**config.mk**
```make
export PLATFORM = sky130hd
export DESIGN_NAME = stg_start_gen
export DESIGN_NICKNAME = d
export VERILOG_FILES = /design/src/rtl/stg_pkg.sv /design/src/rtl/stg_period.sv /design/src/rtl/stg_shadow.sv /design/src/rtl/stg_irq_flag.sv /design/src/rtl/stg_start_gen.sv
export SDC_FILE = /design/constraint.sdc
export NUM_CORES = 1
export LEC_CHECK = 0
export BUFFER_PORTS_ARGS = -buffer_cell sky130_fd_sc_hd__buf_2
export CORE_MARGIN = 3
export CORE_UTILIZATION = 37
export CTS_CLUSTER_SIZE = 40
export DETAILED_ROUTE_END_ITERATION = 10
export GPL_ROUTABILITY_DRIVEN = 0
export HOLD_SLACK_MARGIN = 0.1
export SYNTH_ARGS = -nofsm -noshare
export SYNTH_HDL_FRONTEND = slang
export SYNTH_SLANG_ARGS = --single-unit
export TNS_END_PERCENT = 1
```
**constraint.sdc**
```tcl
create_clock -name clk -period 5.99 [get_ports clk]
set_input_delay 0.2995 -clock clk [delete_from_list [all_inputs] [get_ports clk]]
set_output_delay 0.2995 -clock clk [all_outputs]
set_load 0.02 [all_outputs]
```
**src/rtl/stg_pkg.sv**
```systemverilog
package stg_pkg;
    typedef enum logic {
        RUN_PERIODIC = 1'b0,
        RUN_REPEAT   = 1'b1
    } run_mode_e;
endpackage

```
**src/rtl/stg_period.sv**
```systemverilog
// Turns the factor pair and the prescale into one period in reference cycles.
module stg_period #(
    parameter int A_W   = 8,
    parameter int B_W   = 8,
    parameter int PRE_W = 2,
    parameter int P_W   = A_W + B_W + (2 ** PRE_W) - 1
) (
    input  logic [A_W-1:0]   fac_a,
    input  logic [B_W-1:0]   fac_b,
    input  logic [PRE_W-1:0] pre_sel,
    output logic [P_W-1:0]   period
);
    logic [P_W-1:0] product;
    logic [P_W-1:0] scaled;

    always_comb begin
        product = P_W'(fac_a) * P_W'(fac_b);
        scaled  = product << pre_sel;
        period  = (scaled < P_W'(2)) ? P_W'(2) : scaled;
    end
endmodule

```
**src/rtl/stg_shadow.sv**
```systemverilog
// Pending and active period registers; the pending value moves over only on take.
module stg_shadow #(
    parameter int             P_W        = 19,
    parameter logic [P_W-1:0] RST_PERIOD = 16
) (
    input  logic           clk,
    input  logic           rst_n,
    input  logic           wr,
    input  logic [P_W-1:0] wr_period,
    input  logic           take,
    output logic [P_W-1:0] act_period,
    output logic [P_W-1:0] pend_period,
    output logic           pend_valid
);
    typedef struct packed {
        logic [P_W-1:0] pend;
        logic           pv;
        logic [P_W-1:0] act;
    } shd_t;

    shd_t shd_d, shd_q;

    always_comb begin
        shd_d = shd_q;
        if (take && shd_q.pv) begin
            shd_d.act = shd_q.pend;
            shd_d.pv  = 1'b0;
        end
        if (wr) begin
            shd_d.pend = wr_period;
            shd_d.pv   = 1'b1;
        end
    end

    always_ff @(posedge clk or negedge rst_n) begin
        if (!rst_n) begin
            shd_q <= '{pend: RST_PERIOD, pv: 1'b0, act: RST_PERIOD};
        end else begin
            shd_q <= shd_d;
        end
    end

    assign act_period  = shd_q.act;
    assign pend_period = shd_q.pend;
    assign pend_valid  = shd_q.pv;
endmodule

```
**src/rtl/stg_irq_flag.sv**
```systemverilog
// Sticky flag; a set in the same cycle as a clear keeps it high.
module stg_irq_flag (
    input  logic clk,
    input  logic rst_n,
    input  logic set,
    input  logic clr,
    output logic flag
);
    logic flag_d, flag_q;

    always_comb begin
        flag_d = flag_q;
        if (set) begin
            flag_d = 1'b1;
        end else if (clr) begin
            flag_d = 1'b0;
        end
    end

    always_ff @(posedge clk or negedge rst_n) begin
        if (!rst_n) begin
            flag_q <= 1'b0;
        end else begin
            flag_q <= flag_d;
        end
    end

    assign flag = flag_q;
endmodule

```
**src/rtl/stg_start_gen.sv**
```systemverilog
module stg_start_gen
    import stg_pkg::*;
#(
    parameter int A_W     = 8,
    parameter int B_W     = 8,
    parameter int PRE_W   = 2,
    parameter int DEF_A   = 4,
    parameter int DEF_B   = 4,
    parameter int DEF_PRE = 0
) (
    input  logic             clk,
    input  logic             rst_n,
    input  logic             cfg_we,
    input  logic [A_W-1:0]   cfg_fac_a,
    input  logic [B_W-1:0]   cfg_fac_b,
    input  logic [PRE_W-1:0] cfg_pre_sel,
    input  logic             rpt_en,
    input  logic             seq_stop,
    input  logic             test_req,
    input  logic             flag_clr,
    output logic             start_o,
    output logic             state0_sel_o,
    output logic             irq_flag_o
);
    localparam int P_W = A_W + B_W + (2 ** PRE_W) - 1;
    localparam int unsigned DEF_RAW = (DEF_A * DEF_B) << DEF_PRE;
    localparam logic [P_W-1:0] DEF_PERIOD = P_W'((DEF_RAW < 2) ? 2 : DEF_RAW);

    typedef struct packed {
        logic [P_W-1:0] cnt;
        run_mode_e      mode;
        logic           busy;
        logic           start;
        logic           tpend;
    } gen_state_t;

    logic [P_W-1:0] cfg_period;
    logic [P_W-1:0] act_period;
    logic [P_W-1:0] pend_period;
    logic           pend_valid;
    logic           fire;
    logic           take;
    logic           inj;
    logic           wrap;
    logic           half_pt;
    gen_state_t     st_d, st_q;

    stg_period #(
        .A_W  (A_W),
        .B_W  (B_W),
        .PRE_W(PRE_W),
        .P_W  (P_W)
    ) u_period (
        .fac_a  (cfg_fac_a),
        .fac_b  (cfg_fac_b),
        .pre_sel(cfg_pre_sel),
        .period (cfg_period)
    );

    stg_shadow #(
        .P_W       (P_W),
        .RST_PERIOD(DEF_PERIOD)
    ) u_shadow (
        .clk        (clk),
        .rst_n      (rst_n),
        .wr         (cfg_we),
        .wr_period  (cfg_period),
        .take       (take),
        .act_period (act_period),
        .pend_period(pend_period),
        .pend_valid (pend_valid)
    );

    // Next-state logic: repeat mode, the hold after repeat ends, and periodic counting.
    always_comb begin
        st_d    = st_q;
        fire    = 1'b0;
        take    = 1'b0;
        inj     = 1'b0;
        wrap    = (st_q.cnt == '0);
        half_pt = (st_q.cnt == (act_period >> 1));

        if (rpt_en) begin
            st_d.mode = RUN_REPEAT;
            fire      = seq_stop || !st_q.busy;
            take      = fire;
        end else if (st_q.mode == RUN_REPEAT) begin
            if (seq_stop || !st_q.busy) begin
                st_d.mode = RUN_PERIODIC;
                st_d.cnt  = act_period - P_W'(1);
            end
        end else begin
            inj  = half_pt && st_q.tpend;
            take = wrap || (half_pt && pend_valid && !st_q.busy);
            fire = take || inj;
            if (take) begin
                st_d.cnt = (pend_valid ? pend_period : act_period) - P_W'(1);
            end else begin
                st_d.cnt = st_q.cnt - P_W'(1);
            end
        end

        if (fire) begin
            st_d.busy = 1'b1;
        end else if (seq_stop) begin
            st_d.busy = 1'b0;
        end
        st_d.start = fire;
        st_d.tpend = (st_q.tpend && !inj) || test_req;
    end

    always_ff @(posedge clk or negedge rst_n) begin
        if (!rst_n) begin
            st_q <= '{cnt: DEF_PERIOD - P_W'(1), mode: RUN_PERIODIC,
                      busy: 1'b0, start: 1'b0, tpend: 1'b0};
        end else begin
            st_q <= st_d;
        end
    end

    stg_irq_flag u_flag (
        .clk  (clk),
        .rst_n(rst_n),
        .set  (fire),
        .clr  (flag_clr),
        .flag (irq_flag_o)
    );

    assign start_o      = st_q.start;
    assign state0_sel_o = !st_q.busy;
endmodule

```
==> run summary, run 1 <==
Final Cycle Share - 0.882
final setup vio count - 0
DRC - 0
top_reg_cell synth - dfrtp_1
Post-layout nets - 892
Initial Util - 0.382
CTS sink count - 63
vias per cell - 5.49
status - finished, final reports clean
fmax - 189 MHz
vias in the first global route - 5558
Post-CTS Resized - 0
R2R depth - 15
GRT Util Overall - 0.172
P_leak - 3.36 nW
Syn. warnings - 0
clk_skew - 0.00572 ns
worst-path fanout max - 9
Distinct cells, synth - 67
r2r endpoint - st_q[16]$_DFFE_PN0P_
chip height - 143 um
via count - 5640
unrepaired setup endpoints after global routing - no
CTS tree - yes
Die Width - 143 um
port bufs - 27
#FFs+latches synth - 63
fillers - 1843
Peak VDD IR - 157 uV
per-cell routed wire length - 16.3 um
Hold Buf Count CTS - 0
Slew headroom - 0.454
slew of the pin with the lowest slew margin - 0.816 ns
CP Launch Type - primary input
Antenna Nets Post-Route - 0
Place WS - 0.401 ns
site row count - 49
Synth Cell Area - 6950 um2
post-CTS setup buffer count - 0
Detailed Route Iter0 Violations - 352
final core occ - 0.412
dpl hpwl - 12700 um
ant diodes - 0
Pwr Total - 2.97 mW
minimum clock period - 5.28 ns
Async SR Flop Fraction - 1.00
core area - 18200 um2
layout cells sized above 1 - 0.124
DR pass1 iterations - 7
final hold viol count - 0
clk slew on worst S/H paths - 0.05 ns
CTS Buffer Depth - 2
detailed-route wire length - 16700 um
CP required - 6.18 ns
grt total ovfl - 0
placed cells - 1011
number of synthesized flops with an enable pin - 0
htree depth - 3
pwr/cell area - 396 nW/um2
syn nets - 896
latest clock arrival within the worst-skew pair - 0.33 ns
first-pass GRT wire length - 28800 um
die area - 20500 um2
setup TNS - 0 ns
Max Cap Viol - 0
Reg2Reg Setup Slack - 1.49 ns
largest net degree at the start of global routing - 64
post-route non-filler standard cell count - 1027
min setup slack post-route - 0.705 ns
post-synth top area share - 0.205
CP Data Arrival Time - 5.47 ns
num ports - 28
Gate Count Post-Synth - 797
Synth-to-Final Area Change - 8.03%
HP Class - in2async
post-synth top area cell - dfrtp_1
ranking of synthesized cells by area - dfrtp_1 21%, fa_1 10%, ha_1 6.8%
Setup CP Type - in2reg
share of the yosys chip area belonging to registers - 0.228
initial antenna violation count - 0
CTS root buf - clkbuf_16
Avg Cell Area, Syn - 8.72 um2
TritonCTS buffer count - 9
critical path capture point type - flop
final-report max-slew violation count - 0
worst reg2reg startpoint - u_shadow.act_period[4]$_DFFE_PN1P_
==> report_power, final <==
| group | total (mW) | switching [mW] | internal [mW] |
|---|---|---|---|
| registers | 0.871 | 0.279 | 0.593 |
| clock network | 0.541 | 0.186 | 0.355 |
| logic | 1.56 | 0.851 | 0.710 |
| total | 2.97 | 1.32 | 1.66 |
==> stage by stage <==
| step | area [um2] | hold slack [ns] |
|---|---|---|
| 5_1_grt | 7510 | 0.146 |
| 6_report | 7510 | 0.140 |
| 4_1_cts | 7510 | 0.138 |
| 2_1_floorplan | 6950 | 0.00391 |
| 3_3_place_gp | 7200 | 0.460 |
| 3_5_place_dp | 7200 | 0.469 |
==> placed cells by master (no fill, tap or decap), types with 4 or more instances in the layout <==
cell type / instances
inv_1: 67
nand2_1: 57
dfrtp_1: 57
and2_1: 56
nor2_1: 42
xor2_1: 40
ha_1: 38
a21oi_1: 37
fa_1: 36
o21ai_0: 30
xnor2_1: 28
buf_2: 27
nor3_1: 24
mux2i_1: 24
mux2_2: 24
nand3_1: 18
nor4_1: 15
o22ai_1: 13
mux2_4: 10
o211ai_1: 9
a21o_1: 9
a22oi_1: 9
a31oi_1: 9
clkbuf_16: 9
nor2b_1: 6
dfstp_2: 6
nand4_1: 5
or4_1: 5
nand3b_1: 5
o21ai_1: 5
nand2b_1: 5
o21a_1: 5
and3_1: 5
or3_1: 5
a221oi_1: 4
==> synth_stat cells (all sizes together), types with 2 or more instances <==
cell	n
buf	15
a21o	9
and2	56
a21oi	37
nand2b	5
clkbuf	30
o31ai	2
dfstp	6
nand4	5
a2111oi	4
nor2b	6
o41ai	2
o21a	5
o211ai	9
nor4	16
nand2	60
or2	2
and3	5
mux4	2
dfrtp	57
a211oi	2
or4	5
xor2	40
nand3b	5
mux2	36
mux2i	25
a221oi	5
inv	67
o21ai	35
fa	36
nand3	18
or3	5
a31oi	9
xnor2	28
a22oi	9
nor3	25
o22ai	13
nor2	42
a31o	2
nor3b	3
ha	38
a41oi	3
==> critical path: stages <==
cell       delay, ns
buf_2           0.16
nand2_1         0.10
fa_1            0.51
fa_1            0.54
inv_1           0.05
fa_1            0.52
inv_1           0.05
fa_1            0.52
inv_1           0.04
ha_1            0.35
a21o_1          0.22
a221oi_2        0.51
o21bai_1        0.25
xor2_1          0.19
a32oi_1         0.30
nand4_1         0.13
a2111oi_0       0.56
a31oi_1         0.16
==> area by class of cell <==
| class | count | area (um2) | area share |
|---|---|---|---|
| inverter | 68 | 255 | 0.0340 |
| sequential | 63 | 1580 | 0.211 |
| multi-input combinational | 621 | 4910 | 0.654 |
| tap | 229 | 287 | 0.0382 |
| clock inverter | 3 | 40.0 | 0.00533 |
| clock buffer | 13 | 270 | 0.0360 |
| timing repair buffer | 30 | 158 | 0.0210 |
==> how the worst max path moves through the flow <==
stage | startpoint | to | cells past startpoint
floorplan | cfg_fac_b[7] | u_shadow.pend_period[0]$_DFFE_PN0P_ | 17
global placement | cfg_fac_a[0] | u_shadow.pend_period[0]$_DFFE_PN0P_ | 18
detailed placement | cfg_fac_a[0] | u_shadow.pend_period[0]$_DFFE_PN0P_ | 18
CTS | cfg_fac_a[0] | u_shadow.pend_period[0]$_DFFE_PN0P_ | 18
global route | cfg_fac_b[7] | u_shadow.pend_period[0]$_DFFE_PN0P_ | 17
finish | cfg_fac_a[0] | u_shadow.pend_period[0]$_DFFE_PN0P_ | 18
==> registers in the layout, summed over array words and instances (netlist names) <==
name,cells
start_o,1
u_shadow.act_period,19
u_shadow.pend_period,19
st_q,22
u_shadow.pend_valid,1
u_flag.flag,1
==> metal layers <==
metal / global-route usage / vias to the layer above / part of all wire
met5: 0 / - / 0
met4: 0.0480 / 0 / 0.016
met3: 0.0198 / 22 / 0.037
met2: 0.279 / 124 / 0.47
met1: 0.243 / 2705 / 0.47
li1: - / 2789 / -
==> cell families after synthesis <==
| kind of cell | share of synthesized area |
|---|---|
| simple gates | 0.194 |
| compound gates | 0.148 |
| buf+inv | 0.0650 |
| fa+ha+maj | 0.172 |
| xor+xnor | 0.0857 |
| mux | 0.107 |
| flops | 0.228 |
Power figures use the tool's default switching activity.
==> run 2: changes to the inputs <==
ABC_AREA = 1   (was unset)
CORE_UTILIZATION = 64   (was 37)
PLACE_DENSITY = 0.82   (was unset)
==> run summary, run 2 <==
Distinct cells, synth - 41
post-route cell area - 7340 um2
CP Launch Type - primary input
post-CTS setup buffer count - 0
final setup vio count - 0
clk slew on worst S/H paths - 0.07 ns
Async SR Flop Fraction - 1.00
top_reg_cell synth - dfrtp_1
Synth top cells by count - 356 x nand2_1, 188 x inv_1, 80 x o21ai_0
#FFs+latches synth - 63
final core occ - 0.701
fmax - 222 MHz
delay-heaviest family, CP - adder cells
Compound-Gate Fraction of Synth Area - 0.114
CP required - 6.22 ns
Synth-to-Final Area Change - 4.75%
dpl hpwl - 13400 um
most common cell in the netlist - nand2_1
Flop pwr share - 0.281
final hold slack - 0.104 ns
worst-path fanout max - 9
Place WS - 1.12 ns
number of synthesized flops with an enable pin - 0
CTS sink count - 63
most frequent cells in the layout - 356 x nand2_1, 188 x inv_1, 79 x o21ai_0
Synth Cell Area - 7010 um2
minimum clock period - 4.50 ns
worst reg2reg startpoint - u_shadow.pend_valid$_DFFE_PN0P_
vias per cell - 5.41
Pwr Total - 2.42 mW
largest net degree at the start of global routing - 64
CP Depth - 27
Worst path max stage delay - 0.56 ns
first-pass GRT wire length - 28600 um
most common cell after layout, fill and taps aside - nand2_1
min setup slack post-route - 1.49 ns
P_leak - 4.22 nW
Hold Buf Count CTS - 0
Gate Count Post-Synth - 1103
CP startpoint - cfg_fac_a[0]
initial antenna violation count - 0
Syn. warnings - 0
port bufs - 27
core area - 10500 um2
Simple-Gate Fraction of Synth Area - 0.333
R2R depth - 16
chip height - 111 um
final-report max-slew violation count - 0
DR pass1 iterations - 5
post-synthesis mux area share - 0.00143
TritonCTS buffer count - 9
Avg Cell Area, Syn - 6.35 um2
syn nets - 1202
Slew headroom - 0.249
Die Width - 111 um
Post-CTS Resized - 0
Net Switching - 1.18 mW
Crit-path slowest cell - fa_1
DRC - 0
pwr/cell area - 329 nW/um2
status - finished, final reports clean
vias in the first global route - 6188
CP Data Arrival Time - 4.73 ns
Antenna Nets Post-Route - 0
setup TNS - 0 ns
CTS Buffer Depth - 2
clock power share - 0.154
Int Power - 1.23 mW
post-synthesis xor/xnor area fraction - 0.0163
ranking of synthesized cells by area - dfrtp_1 20%, nand2_1 19%, fa_1 10%
slew of the pin with the lowest slew margin - 1.13 ns
critical path capture point type - flop
ant diodes - 0
latest clock arrival within the worst-skew pair - 0.35 ns
die area - 12200 um2
Buf+Inv Stages, Crit Path - 5
Final Cycle Share - 0.751
Post-DP Area - 7140 um2
Post-layout nets - 1199
max reg flops - 22
share of the yosys chip area belonging to registers - 0.226
htree depth - 3
unrepaired setup endpoints after global routing - no
largest family of logic cells by synthesized area - simple AND/OR/NAND/NOR gates
Peak VDD IR - 199 uV
site row count - 37
Comb power frac - 0.566
HP Class - in2async
Top reg by flops - st_q
num ports - 28
CTS root buf - clkbuf_8
GRT Util Overall - 0.281
layout cells sized above 1 - 0.0833
Adder-Cell Fraction of Synth Area - 0.171
grt total ovfl - 0
post-route non-filler standard cell count - 1241
placed cells - 1225
final hold viol count - 0
post-synth top area share - 0.204
Sw Ratio - 0.490
most used cell, CP - nand2_1
per-cell routed wire length - 13.5 um
detailed-route wire length - 16800 um
via count - 6709
Detailed Route Iter0 Violations - 400
post-synth top area cell - dfrtp_1
Setup CP Type - in2reg
clk_skew - 0.0134 ns
CTS tree - yes
Max Cap Viol - 0
Initial Util - 0.670
-- run 2: cell count changes after synthesis, sizes merged, moves of 27 or more --
cell,delta
xnor2,-27
inv,+134
and2,-56
xor2,-28
nor2,+40
nand3,+59
nand2,+307
mux2,-36
o21ai,+52
-- run 2: final timing paths --
path | endpoint | slack [ns]
worst max-delay path | u_shadow.pend_period[0]$_DFFE_PN0P_ | 1.49
worst min-delay path | st_q[22]$_DFFE_PN0P_ | 0.10
worst max register to register | st_q[16]$_DFFE_PN0P_ | 2.13
worst min register to register | u_shadow.act_period[4]$_DFFE_PN1P_ | 0.49
max in group asynchronous | u_shadow.pend_period[3]$_DFFE_PN0P_ | 5.35
min in group clk | u_flag.flag$_DFFE_PN0P_ | 0.13
-- run 2: metal layers --
layer	global-route usage	up-vias	share of wire
li1	-	3415	-
met1	0.360	3022	0.42
met2	0.495	227	0.49
met3	0.0241	45	0.050
met4	0.108	0	0.036
met5	0	-	0
-- run 2: final cells by class --
type	instances	area, um2
clock buffers	10	128
clock inverters	6	71.3
fillers	940	3120
inverters	204	766
multi-input cells	791	4450
flip-flops and latches	63	1580
well taps	136	170
repair buffers	31	165
-- run 2: worst register-to-register path: cells and delay by family, from the launching register on --
kind	cells	cell delay [ns]
AOI/OAI and AO/OA	1	0.19
buffers and inverters	2	0.38
DFF	1	0.97
and+or+nand+nor	12	2.00
adders and majority gates	1	0.20
-- run 2: cell families (layout without fill, tap and decap cells) --
| logic type | count (synthesis) | in the layout |
|---|---|---|
| xor+xnor | 13 | 13 |
| fa+ha+maj | 74 | 74 |
| simple gates | 554 | 554 |
| buf+inv | 249 | 251 |
| compound gates | 149 | 149 |
| flops | 63 | 63 |
| mux | 1 | 1 |
-- run 2: power groups by stage --
stage | Combinational (mW) | Sequential [mW] | Clock [mW]
floorplan | 1.08 | 0.646 | 0
global placement | 1.31 | 0.677 | 0
detailed placement | 1.34 | 0.682 | 0
CTS | 1.36 | 0.675 | 0.374
global route | 1.59 | 0.697 | 0.394
finish | 1.37 | 0.678 | 0.371
==> run 3: changes to the inputs <==
CORE_UTILIZATION = 58   (was 64)
PLACE_DENSITY = 0.79   (was 0.82)
clock period = 3.77 ns   (was 5.99 ns; I/O delays follow)
==> run summary, run 3 (same netlist as run 2, synthesis figures left out) <==
status - finished with violations
violated checks - negative setup slack
site row count - 39
Initial Util - 0.603
GRT Util Overall - 0.270
critical path capture point type - flop
Crit-path slowest cell - fa_1
max reg flops - 22
dpl hpwl - 13500 um
hold path depth - 4
CP Data Arrival Time - 4.15 ns
clk_skew - 0.00592 ns
most frequent cells in the layout - 346 x nand2_1, 184 x inv_1, 73 x nand3_1
via count - 6931
HP Class - in2reg
final hold viol count - 0
Setup CP Type - in2reg
fillers - 960
Die Width - 116 um
register area - 1580 um2
latest clock arrival within the worst-skew pair - 0.33 ns
Detailed Route Iter0 Violations - 497
Max Cap Viol - 0
layout cells sized above 1 - 0.165
Antenna Nets Post-Route - 0
die area - 13400 um2
htree depth - 3
first-pass GRT wire length - 29500 um
CP required - 3.99 ns
core area - 11600 um2
met3 wire len - 767 um
port bufs - 27
final core occ - 0.708
Worst path max stage delay - 0.56 ns
TritonCTS buffer count - 9
worst-path fanout max - 7
area of the multi-input gates - 4660 um2
P_leak - 4.63 nW
vias per cell - 5.28
min setup slack post-route - -0.161 ns
vias in the first global route - 6761
Reg2Reg Setup Slack - 0.32 ns
clk slew on worst S/H paths - 0.05 ns
CTS root buf - clkbuf_16
final setup vio count - 9
Post-DP Area - 7700 um2
grt total ovfl - 0
worst reg2reg startpoint - u_shadow.act_period[4]$_DFFE_PN1P_
num ports - 28
DRC - 0
chip height - 116 um
DR pass1 iterations - 5
Worst Hold Path EP - st_q[2]$_DFFE_PN0P_
slew of the pin with the lowest slew margin - 0.906 ns
post-route cell area - 8220 um2
Peak VDD IR - 370 uV
initial antenna violation count - 0
Post-layout nets - 1263
most common cell after layout, fill and taps aside - nand2_1
HP Start - seq_stop
detailed-route wire length - 17000 um
routed wl met2 - 8660 um
CTS Buffer Depth - 2
largest net degree at the start of global routing - 44
minimum clock period - 3.93 ns
R2R depth - 20
top routing layer in use - met4
fmax - 254 MHz
Slew headroom - 0.396
Pwr Total - 4.84 mW
Synth-to-Final Area Change - 17.3%
unrepaired setup endpoints after global routing - yes
per-cell routed wire length - 13.0 um
CTS tree - yes
CTS sink count - 63
CP Launch Type - primary input
final hold slack - 0.167 ns
WL met1 - 7140 um
ant diodes - 0
r2r endpoint - st_q[16]$_DFFE_PN0P_
pwr/cell area - 589 nW/um2
Top reg by flops - st_q
most used cell, CP - nand2_1
final-report max-slew violation count - 0
Final Cycle Share - 1.04
## run 3: changes by cell type in the layout (fill, tap and decap cells not counted), moves of 9 or more
| cell | before | now |
|---|---|---|
| nand2_1 | 356 | 346 |
| o21ai_0 | 79 | 70 |
| clkbuf_8 | 9 | 0 |
| clkbuf_16 | 0 | 9 |
| buf_4 | 4 | 71 |
| buf_2 | 27 | 17 |
## run 3: layer usage
metal,up-vias,global-route usage
met3,38,0.0261
met2,185,0.500
met4,0,0.0913
met5,-,0
li1,3533,-
met1,3175,0.328
## run 3: cell type report
class                      instances  area share
clock buffer                       9      0.0274
clock inverter                     7      0.0148
inverter                         204      0.0932
multi-input combinational        791       0.567
sequential                        63       0.193
tap                              143      0.0218
timing repair buffer              95      0.0834
## run 3: how the worst max path moves through the flow
stage	from	to	slack, ns	depth (start not counted)
4_1_cts	cfg_fac_b[4]	u_shadow.pend_period[0]$_DFFE_PN0P_	-0.17	27
6_report	cfg_fac_a[3]	u_shadow.pend_period[0]$_DFFE_PN0P_	-0.16	25
3_3_place_gp	cfg_fac_b[4]	u_shadow.pend_period[0]$_DFFE_PN0P_	-0.58	22
3_5_place_dp	cfg_fac_b[4]	u_shadow.pend_period[0]$_DFFE_PN0P_	-0.61	22
2_1_floorplan	cfg_fac_a[3]	u_shadow.pend_period[1]$_DFFE_PN0P_	-0.25	24
5_1_grt	cfg_fac_b[4]	u_shadow.pend_period[0]$_DFFE_PN0P_	-0.51	25
## run 3: critical path: cells and delay by family
kind,cells,cell delay [ns]
compound gates,3,0.38
buf+inv,4,0.31
fa+ha+maj,5,2.25
simple gates,13,1.02
## run 3: what timing repair did
| action | CTS | global route |
|---|---|---|
| hold buffers | 3 | 0 |
| hold endpoints to repair | 42 | 0 |
| setup endpoints to repair | 10 | 15 |
| setup buffers | 2 | 0 |
| pin swaps | 28 | 3 |
| gates resized for setup | 23 | 14 |
| gates cloned | 0 | 0 |
## run 3: where the power goes
part           leakage (nW)  switching (mW)  internal (mW)
logic                  3.71            1.60           1.22
registers             0.762           0.194          0.875
clock network         0.158           0.307          0.646
total                  4.63            2.10           2.74
## run 3: metrics by stage
stage                     setup slack (ns)  cells  setup TNS, ns
final                               -0.161   1312         -0.589
after global routing                -0.514   1312          -3.98
after CTS                           -0.165   1312         -0.788
after detailed placement            -0.611   1291          -5.97
after global placement              -0.576   1291          -5.20
after floorplan                     -0.252   1103         -0.856
